===== src/rtl/mul8_seq.sv =====
module mul8_seq #(
  parameter int W = 8
) (
  input  logic         clk,
  input  logic         rst_n,
  input  logic         start,
  input  logic         signed_mode,
  input  logic [W-1:0] op_a,
  input  logic [W-1:0] op_b,
  output logic [W-1:0] prod_hi,
  output logic [W-1:0] prod_lo,
  output logic         busy,
  output logic         done
);

  localparam int SW        = 3;
  localparam int MSB       = W - 1;
  localparam logic [SW-1:0] STEP_SUB_A = SW'(2);
  localparam logic [SW-1:0] STEP_SUB_B = SW'(4);
  localparam logic [SW-1:0] STEP_LAST  = SW'(5);

  logic [W-1:0]   a_q, b_q;
  logic [SW-1:0]  step;
  logic [2*W-1:0] raw_prod;
  logic           take;

  assign take     = start && !busy;
  assign raw_prod = {{W{1'b0}}, op_a} * {{W{1'b0}}, op_b};

  always_ff @(posedge clk) begin
    if (!rst_n) begin
      a_q     <= '0;
      b_q     <= '0;
      prod_hi <= '0;
      prod_lo <= '0;
      step    <= '0;
      busy    <= 1'b0;
      done    <= 1'b0;
    end else begin
      done <= 1'b0;
      if (take) begin
        a_q                <= op_a;
        b_q                <= op_b;
        {prod_hi, prod_lo} <= raw_prod;
        if (signed_mode) begin
          busy <= 1'b1;
          step <= SW'(1);
        end else begin
          done <= 1'b1;
        end
      end else if (busy) begin
        step <= step + SW'(1);
        if (step == STEP_SUB_A && b_q[MSB]) prod_hi <= prod_hi - a_q;
        if (step == STEP_SUB_B && a_q[MSB]) prod_hi <= prod_hi - b_q;
        if (step == STEP_LAST) begin
          busy <= 1'b0;
          done <= 1'b1;
          step <= '0;
        end
      end
    end
  end

  AST_RESET_CLEAR: assert property (@(posedge clk) !rst_n |=> (prod_hi == '0 && prod_lo == '0 && !busy && !done));
  AST_DONE_NOT_BUSY: assert property (@(posedge clk) disable iff (!rst_n) !(done && busy));
  AST_LO_FROZEN: assert property (@(posedge clk) disable iff (!rst_n) busy |=> $stable(prod_lo));
  AST_IDLE_HOLD: assert property (@(posedge clk) disable iff (!rst_n) (!busy && !start) |=> ($stable(prod_hi) && $stable(prod_lo)));
  AST_BUSY_ONLY_SIGNED: assert property (@(posedge clk) disable iff (!rst_n) $rose(busy) |-> $past(start && signed_mode));
  AST_START_IGNORED: assert property (@(posedge clk) disable iff (!rst_n) (busy && start) |=> (busy || done));
  AST_END_WITH_DONE: assert property (@(posedge clk) disable iff (!rst_n) $fell(busy) |-> done);

endmodule


===== config.mk =====
export PLATFORM = sky130hd
export DESIGN_NAME = mul8_seq
export DESIGN_NICKNAME = d
export VERILOG_FILES = /design/src/rtl/mul8_seq.sv
export SDC_FILE = /design/constraint.sdc
export NUM_CORES = 1
export LEC_CHECK = 0
export ABC_CLOCK_PERIOD_IN_PS = 10700
export BUFFER_PORTS_ARGS = -buffer_cell sky130_fd_sc_hd__buf_4
export CORE_AREA = 3 3 97 99
export DETAILED_ROUTE_END_ITERATION = 7
export DIE_AREA = 0 0 100 102
export GPL_TIMING_DRIVEN = 0
export PLACE_DENSITY = 0.67
export SLEW_MARGIN = 0
export SYNTH_ARGS = -nofsm -noshare
export SYNTH_HDL_FRONTEND = slang
export SYNTH_SLANG_ARGS = --single-unit

===== constraint.sdc =====
create_clock -name clk -period 10.7 [get_ports clk]
set_input_delay 2.14 -clock clk [delete_from_list [all_inputs] [get_ports clk]]
set_output_delay 2.14 -clock clk [all_outputs]
set_load 0.01 [all_outputs]

==> flow_summary.ini, run 1 <==
[run_status]
status = complete, no violations

[worst_setup_path]
critPathRequiredTime_ns = 10.90
worstSetupEndpointType = register
max_stage_delay_ns = 0.55
cp_common_cell = fa_1
cpMaxStageDelayCell = fa_1
cpLargestDelayFamily = adder cells
startpoint_type = primary input
worstPathArrival_ns = 6.50
worstPathMaxFanout = 9
critPathKind = primary input to register
crit_chain = buf_4, and2_1, fa_1, fa_1, fa_1, inv_1, fa_1, inv_1, ha_1, buf_6, a2111oi_0, a21oi_1, a221oi_2, xor2_1, a221oi_1
path_buf_inv = 4

[synthesis]
syn_area_mm2 = 0.00388
synth_edf_count = 0
yosysSeqAreaShare_pct = 19.1
syn_nets = 553
synth_top_family_by_area = adder cells
synth_cells = 453
synth_xor_area_share_pct = 2.71
synth_compound_area_share_pct = 15.0
syn_avg_cell_area_um2 = 8.56
synth_area_leaders = dfxtp_1 19%, fa_1 19%, ha_1 14%
synth-async-reset-ratio_pct = 0
synth_ff_type = dfxtp_1
synthMuxAreaShare_pct = 2.10
synth_seq_cells = 37
synth-adder-area-share_pct = 33.0
yosysTopAreaCell = dfxtp_1
synth-simple-area-share_pct = 21.3
yosysWarnings = 0
synth_cell_types = 54
yosys.area.top_type_share_pct = 19.1

[global_route]
antenna_found_initial = 0
grt_remaining_overflow = 0
grt_usage_pct = 19.9
grt_pass1_wl_um = 16400
grt_pass1_vias = 3496
grt_start_max_net_pins = 12

[timing]
fin_crit_ns = 6.30
finalCritPeriodShare_pct = 58.9
finalSetupTns_ns = 0
hold_slack_ns = 0.456
rsz0062_at_grt = no
clock_skew_ns = 0.00718
setup_viol = 0
fmax_ghz = 0.159
slew_headroom_pct = 57.7
worstMarginPinSlew_ns = 0.633
hold_viol = 0
slew_violations = 0

[route]
wirelength_um = 9280
wire_per_inst_um = 15.3
vias = 3273
drt_iter0_drc = 131
ant_nets = 0
vias_per_cell = 5.40
drc_errors = 0
drtPass1Iterations = 4

[power]
clkPwrFrac_pct = 13.0
intPower_uw = 415
p_leak_uw = 0.00204
power_density_mw_per_mm2 = 170
peakVddDrop_mv = 0.0696
p_switching_uw = 328
switching_share_pct = 44.2
seqPwrFrac_pct = 23.3
comb_power_share_pct = 63.8

[finish]
area_growth_pct = 12.8
design_area_mm2 = 0.00437
fin_nets = 597
drive_gt1_share_pct = 12.0
insertedDiodeCount = 0
fin_cells = 606

[cts]
root_buffer = clkbuf_8
insertion_delay_ns = 0.29
cts_sinks = 37
clk_pin_slew_worst_paths_ns = 0.08
cts-htree-levels = 2
cts_buffers = 5
post_cts_buffers = 0
ctsResizeCount = 0
tritoncts = built
cts_buffer_depth = 2
postCtsHoldBufs = 0

[floorplanning]
core-area_mm2 = 0.00864
dieArea_mm2 = 0.0102
pin_count = 38
die_x_um = 100
rows = 34
die_y_um = 102
start_util_pct = 44.9

[placement]
gp_congestion = 0.807
io_buffer_count = 37
placed_area_mm2 = 0.00429
hpwl_um = 7350
dp_cells = 598

[job]
drv_cap = 0

[worst_hold_path]
hold_class = register to register
## path summary, 6_finish.rpt
| path | startpoint | end | slack (ns) | depth (start not counted) |
|---|---|---|---|---|
| worst max-delay path | op_b[7] | prod_hi[6] | 4.40 | 15 |
| worst min-delay path | b_q[4] | b_q[4] | 0.46 | 2 |
| worst max register to register | step[1] | prod_hi[7] | 7.46 | 10 |
| worst min register to register | b_q[4] | b_q[4] | 0.46 | 2 |
## final cells by class
cell class,instances,area [um^2]
Buffer,13,65.1
Clock buffer,6,72.6
Clock inverter,2,10.0
Fill cell,853,4260
Inverter,53,199
Multi-Input combinational cell,350,2870
Sequential cell,37,741
Tap cell,108,135
Timing Repair Buffer,37,278
## per-layer routing
| layer | track usage, % | share of wire [%] |
|---|---|---|
| met1 | 25.3 | 42 |
| met2 | 35.9 | 52 |
| met3 | 2.87 | 4.4 |
| met4 | 4.87 | 1.3 |
| met5 | 0 | 0 |
## flip-flops by register name, indices dropped and copies added, names as in the netlist
name / count
a_q: 8
b_q: 8
prod_hi: 8
busy: 1
step: 3
done: 1
prod_lo: 8
## cells in the final DEF (no fill, tap or decap), types with 4 or more instances in the layout
master	Yosys	layout
o21ai_0	10	10
inv_1	52	52
xor2_1	7	7
a21oi_1	38	38
a21o_1	7	7
mux2i_1	7	7
a211oi_1	6	6
xnor2_1	5	5
nor3_1	4	4
and2_1	49	49
clkbuf_8	0	5
nor2_1	17	17
dfxtp_1	37	37
clkbuf_1	7	8
nand3_1	4	4
nand2_1	70	70
buf_4	0	37
ha_1	43	43
fa_1	37	37
nand2b_1	4	4
## logic make-up after synthesis
family                   count (synthesis)
XOR/XNOR                                12
AND/OR/NAND/NOR                        163
adder cells (fa/ha/maj)                 80
buffers and inverters                   66
multiplexers                             8
AO/OA/AOI/OAI                           87
flip-flops                              37
## worst register-to-register path, cell delays in order (launching register included)
cell       delay, ns
dfxtp_1         0.35
nand3b_1        0.23
nor2_2          0.43
mux2i_1         0.36
ha_1            0.33
nand3_1         0.10
a21oi_1         0.05
a2111oi_1       0.61
a21oi_1         0.17
xnor2_1         0.18
a2111oi_2       0.34
## through the flow
stage | setup WS [ns] | total power, uW | utilization (%)
detailed placement | 4.09 | 653 | 49.7
finish | 4.40 | 743 | 50.6
CTS | 4.39 | 751 | 50.6
global route | 4.19 | 821 | 50.6
floorplan | 4.58 | 526 | -
global placement | 4.19 | 640 | 49.7
## power by group through the flow
stage          combinational, uW  sequential (uW)  clock [uW]
3_5_place_dp                 477              176           0
5_1_grt                      544              175         102
4_1_cts                      481              173        97.5
6_report                     474              173        96.3
3_3_place_gp                 465              175           0
2_1_floorplan                347              179           0
## cells in the mapped netlist (all sizes together) (4+ instances only)
| master | instances |
|---|---|
| xor2 | 7 |
| a211oi | 6 |
| nand2b | 4 |
| clkbuf | 7 |
| dfxtp | 37 |
| nor2 | 18 |
| a221oi | 4 |
| fa | 37 |
| nand3 | 4 |
| ha | 43 |
| and2 | 49 |
| nand2 | 70 |
| mux2i | 7 |
| a21oi | 39 |
| nor3 | 4 |
| xnor2 | 5 |
| a21o | 7 |
| inv | 52 |
| o21ai | 11 |
| buf | 6 |
Power figures use the tool's default switching activity.
==> inputs of run 2 (changes only) <==
Settings changed: ABC_CLOCK_PERIOD_IN_PS 10700 to 5260, PLACE_DENSITY 0.67 to 0.69.
Clock period 10.7 ns to 5.26 ns, I/O delays scaled along.
==> run 2 against run 1 <==
Compared with the run above: worst setup slack lost 4.3 ns; sequential power grew 100%; count of clock-buffer cells in the layout is the same; largest power group unchanged; highest routed layer unchanged; largest cell class unchanged; core utilization grew 0.19 points.
==> flow_summary.ini, run 2 (synthesis gave the netlist of run 1 again) <==
[power]
power_density_mw_per_mm2 = 349
p_switching_uw = 680
clkPwrFrac_pct = 12.8
peakVddDrop_mv = 0.131
switching_share_pct = 44.4
intPower_uw = 850
seqPwrFrac_pct = 23.0
p_leak_uw = 0.00204
comb_power_share_pct = 64.3

[worst_setup_path]
r2r-start = step[2]
startpoint_type = primary input
r2r_end = prod_hi[7]
critPathKind = primary input to register
crit_chain = buf_4, and2_1, fa_1, fa_1, fa_1, inv_1, fa_1, inv_1, ha_1, buf_6, a2111o_1, o21ai_0, a21oi_2, a221oi_2, xor2_1, a221oi_2
cp_common_cell = fa_1
worstPathArrival_ns = 5.31
r2r_setup_slack_ns = 1.98
worstPathMaxFanout = 9
r2r_cells = 10
critPathRequiredTime_ns = 5.46
worstSetupEndpointType = register
cpMaxStageDelayCell = fa_1
max_stage_delay_ns = 0.54

[floorplanning]
core-area_mm2 = 0.00864
start_util_pct = 44.9
rows = 34
die_y_um = 102
dieArea_mm2 = 0.0102
die_x_um = 100
pin_count = 38

[job]
drv_cap = 0

[placement]
pre_cts_slack_ns = -0.242
io_buffer_count = 37
dp_cells = 598
gp_congestion = 0.848
hpwl_um = 7360

[cts]
clk_pin_slew_worst_paths_ns = 0.07
cts_sinks = 37
cts-htree-levels = 2
cts_buffer_depth = 2
cts_buffers = 5
insertion_delay_ns = 0.30
postCtsHoldBufs = 0
tritoncts = built
root_buffer = clkbuf_8

[route]
wire_per_inst_um = 15.8
drt_iter0_drc = 160
drtPass1Iterations = 4
vias = 3272
drc_errors = 0
ant_nets = 0
vias_per_cell = 5.40
wirelength_um = 9590

[worst_hold_path]
hold_class = register to register
hold_end = a_q[3]
min_from = a_q[3]
holdPathStages = 2

[global_route]
grt_pass1_vias = 3321
grt_remaining_overflow = 0
grt_usage_pct = 19.8
grt_start_max_net_pins = 12
antenna_found_initial = 0
grt_pass1_wl_um = 16000

[timing]
setup_viol = 0
finalSetupTns_ns = 0
slew_headroom_pct = 58.9
fin_ws_ns = 0.152
fmax_ghz = 0.196
fin_crit_ns = 5.11
worstMarginPinSlew_ns = 0.616
slew_violations = 0
finalCritPeriodShare_pct = 97.1
clock_skew_ns = 0.00504
hold_slack_ns = 0.456
hold_viol = 0

[finish]
fin_util_pct = 50.8
n_fill_cell = 822
drive_gt1_share_pct = 12.7
fin_cells = 606
layout_commonest_cell = nand2_1
fin_nets = 597
final_cell_mix = 70 x nand2_1, 52 x inv_1, 49 x and2_1
area_growth_pct = 13.2
insertedDiodeCount = 0

[run_status]
status = complete, no violations
run 2: cell count changes in the layout (fill, tap and decap cells not counted):
cell       previous run  this run
a21oi_1              38        37
a2111oi_2             1         2
a221oi_1              2         1
a221oi_2              2         3
a2111oi_0             1         0
a21oi_2               1         2
run 2: repair_timing:
action                     in CTS  in global routing
setup endpoints to repair       0                  2
buffers inserted                0                  0
resized for setup               0                  4
run 2: critical path: cells and delay by family:
family,cells,cell delay (ns)
fa+ha+maj,5,2.38
xor+xnor,1,0.13
compound gates,5,1.17
simple gates,1,0.18
buf+inv,4,0.40
run 2: worst max-delay path by stage:
stage	cells after the start	from	to	slack, ns
global placement	15	op_b[7]	prod_hi[6]	-0.17
floorplan	15	op_b[7]	prod_hi[6]	0.23
global route	16	op_a[5]	prod_hi[6]	-0.006
CTS	15	op_b[7]	prod_hi[6]	0.0007
detailed placement	15	op_b[7]	prod_hi[6]	-0.24
finish	16	op_a[5]	prod_hi[6]	0.15
run 2: per-layer routing:
| metal | track usage (%) | wire [um] | vias up | share of wire, % |
|---|---|---|---|---|
| met1 | 24.1 | 4070 | 1612 | 42 |
| met3 | 3.07 | 379 | 14 | 4.0 |
| met5 | 0 | 0 | - | 0 |
| met4 | 4.77 | 177 | 0 | 1.8 |
| met2 | 36.7 | 4960 | 62 | 52 |
| li1 | - | - | 1584 | - |
run 2: power by group through the flow:
stage | combinational [uW] | sequential, uW | clock [uW]
floorplan | 706 | 365 | 0
global placement | 945 | 357 | 0
detailed placement | 967 | 357 | 0
CTS | 973 | 352 | 199
global route | 1110 | 358 | 208
finish | 984 | 352 | 195
run 2: layout make-up:
class | count | area, um^2 | share of cell area, %
Clock buffer | 6 | 72.6 | 1.65
Clock inverter | 2 | 10.0 | 0.228
Tap cell | 108 | 135 | 3.08
Sequential cell | 37 | 741 | 16.9
Buffer | 13 | 65.1 | 1.48
Inverter | 53 | 199 | 4.53
Multi-Input combinational cell | 350 | 2890 | 65.8
Timing Repair Buffer | 37 | 278 | 6.33
run 2: per-stage QoR:
step	area, um^2	power [uW]
2_1_floorplan	3880	1070
3_3_place_gp	4290	1300
3_5_place_dp	4290	1320
4_1_cts	4370	1520
5_1_grt	4390	1670
6_report	4390	1530
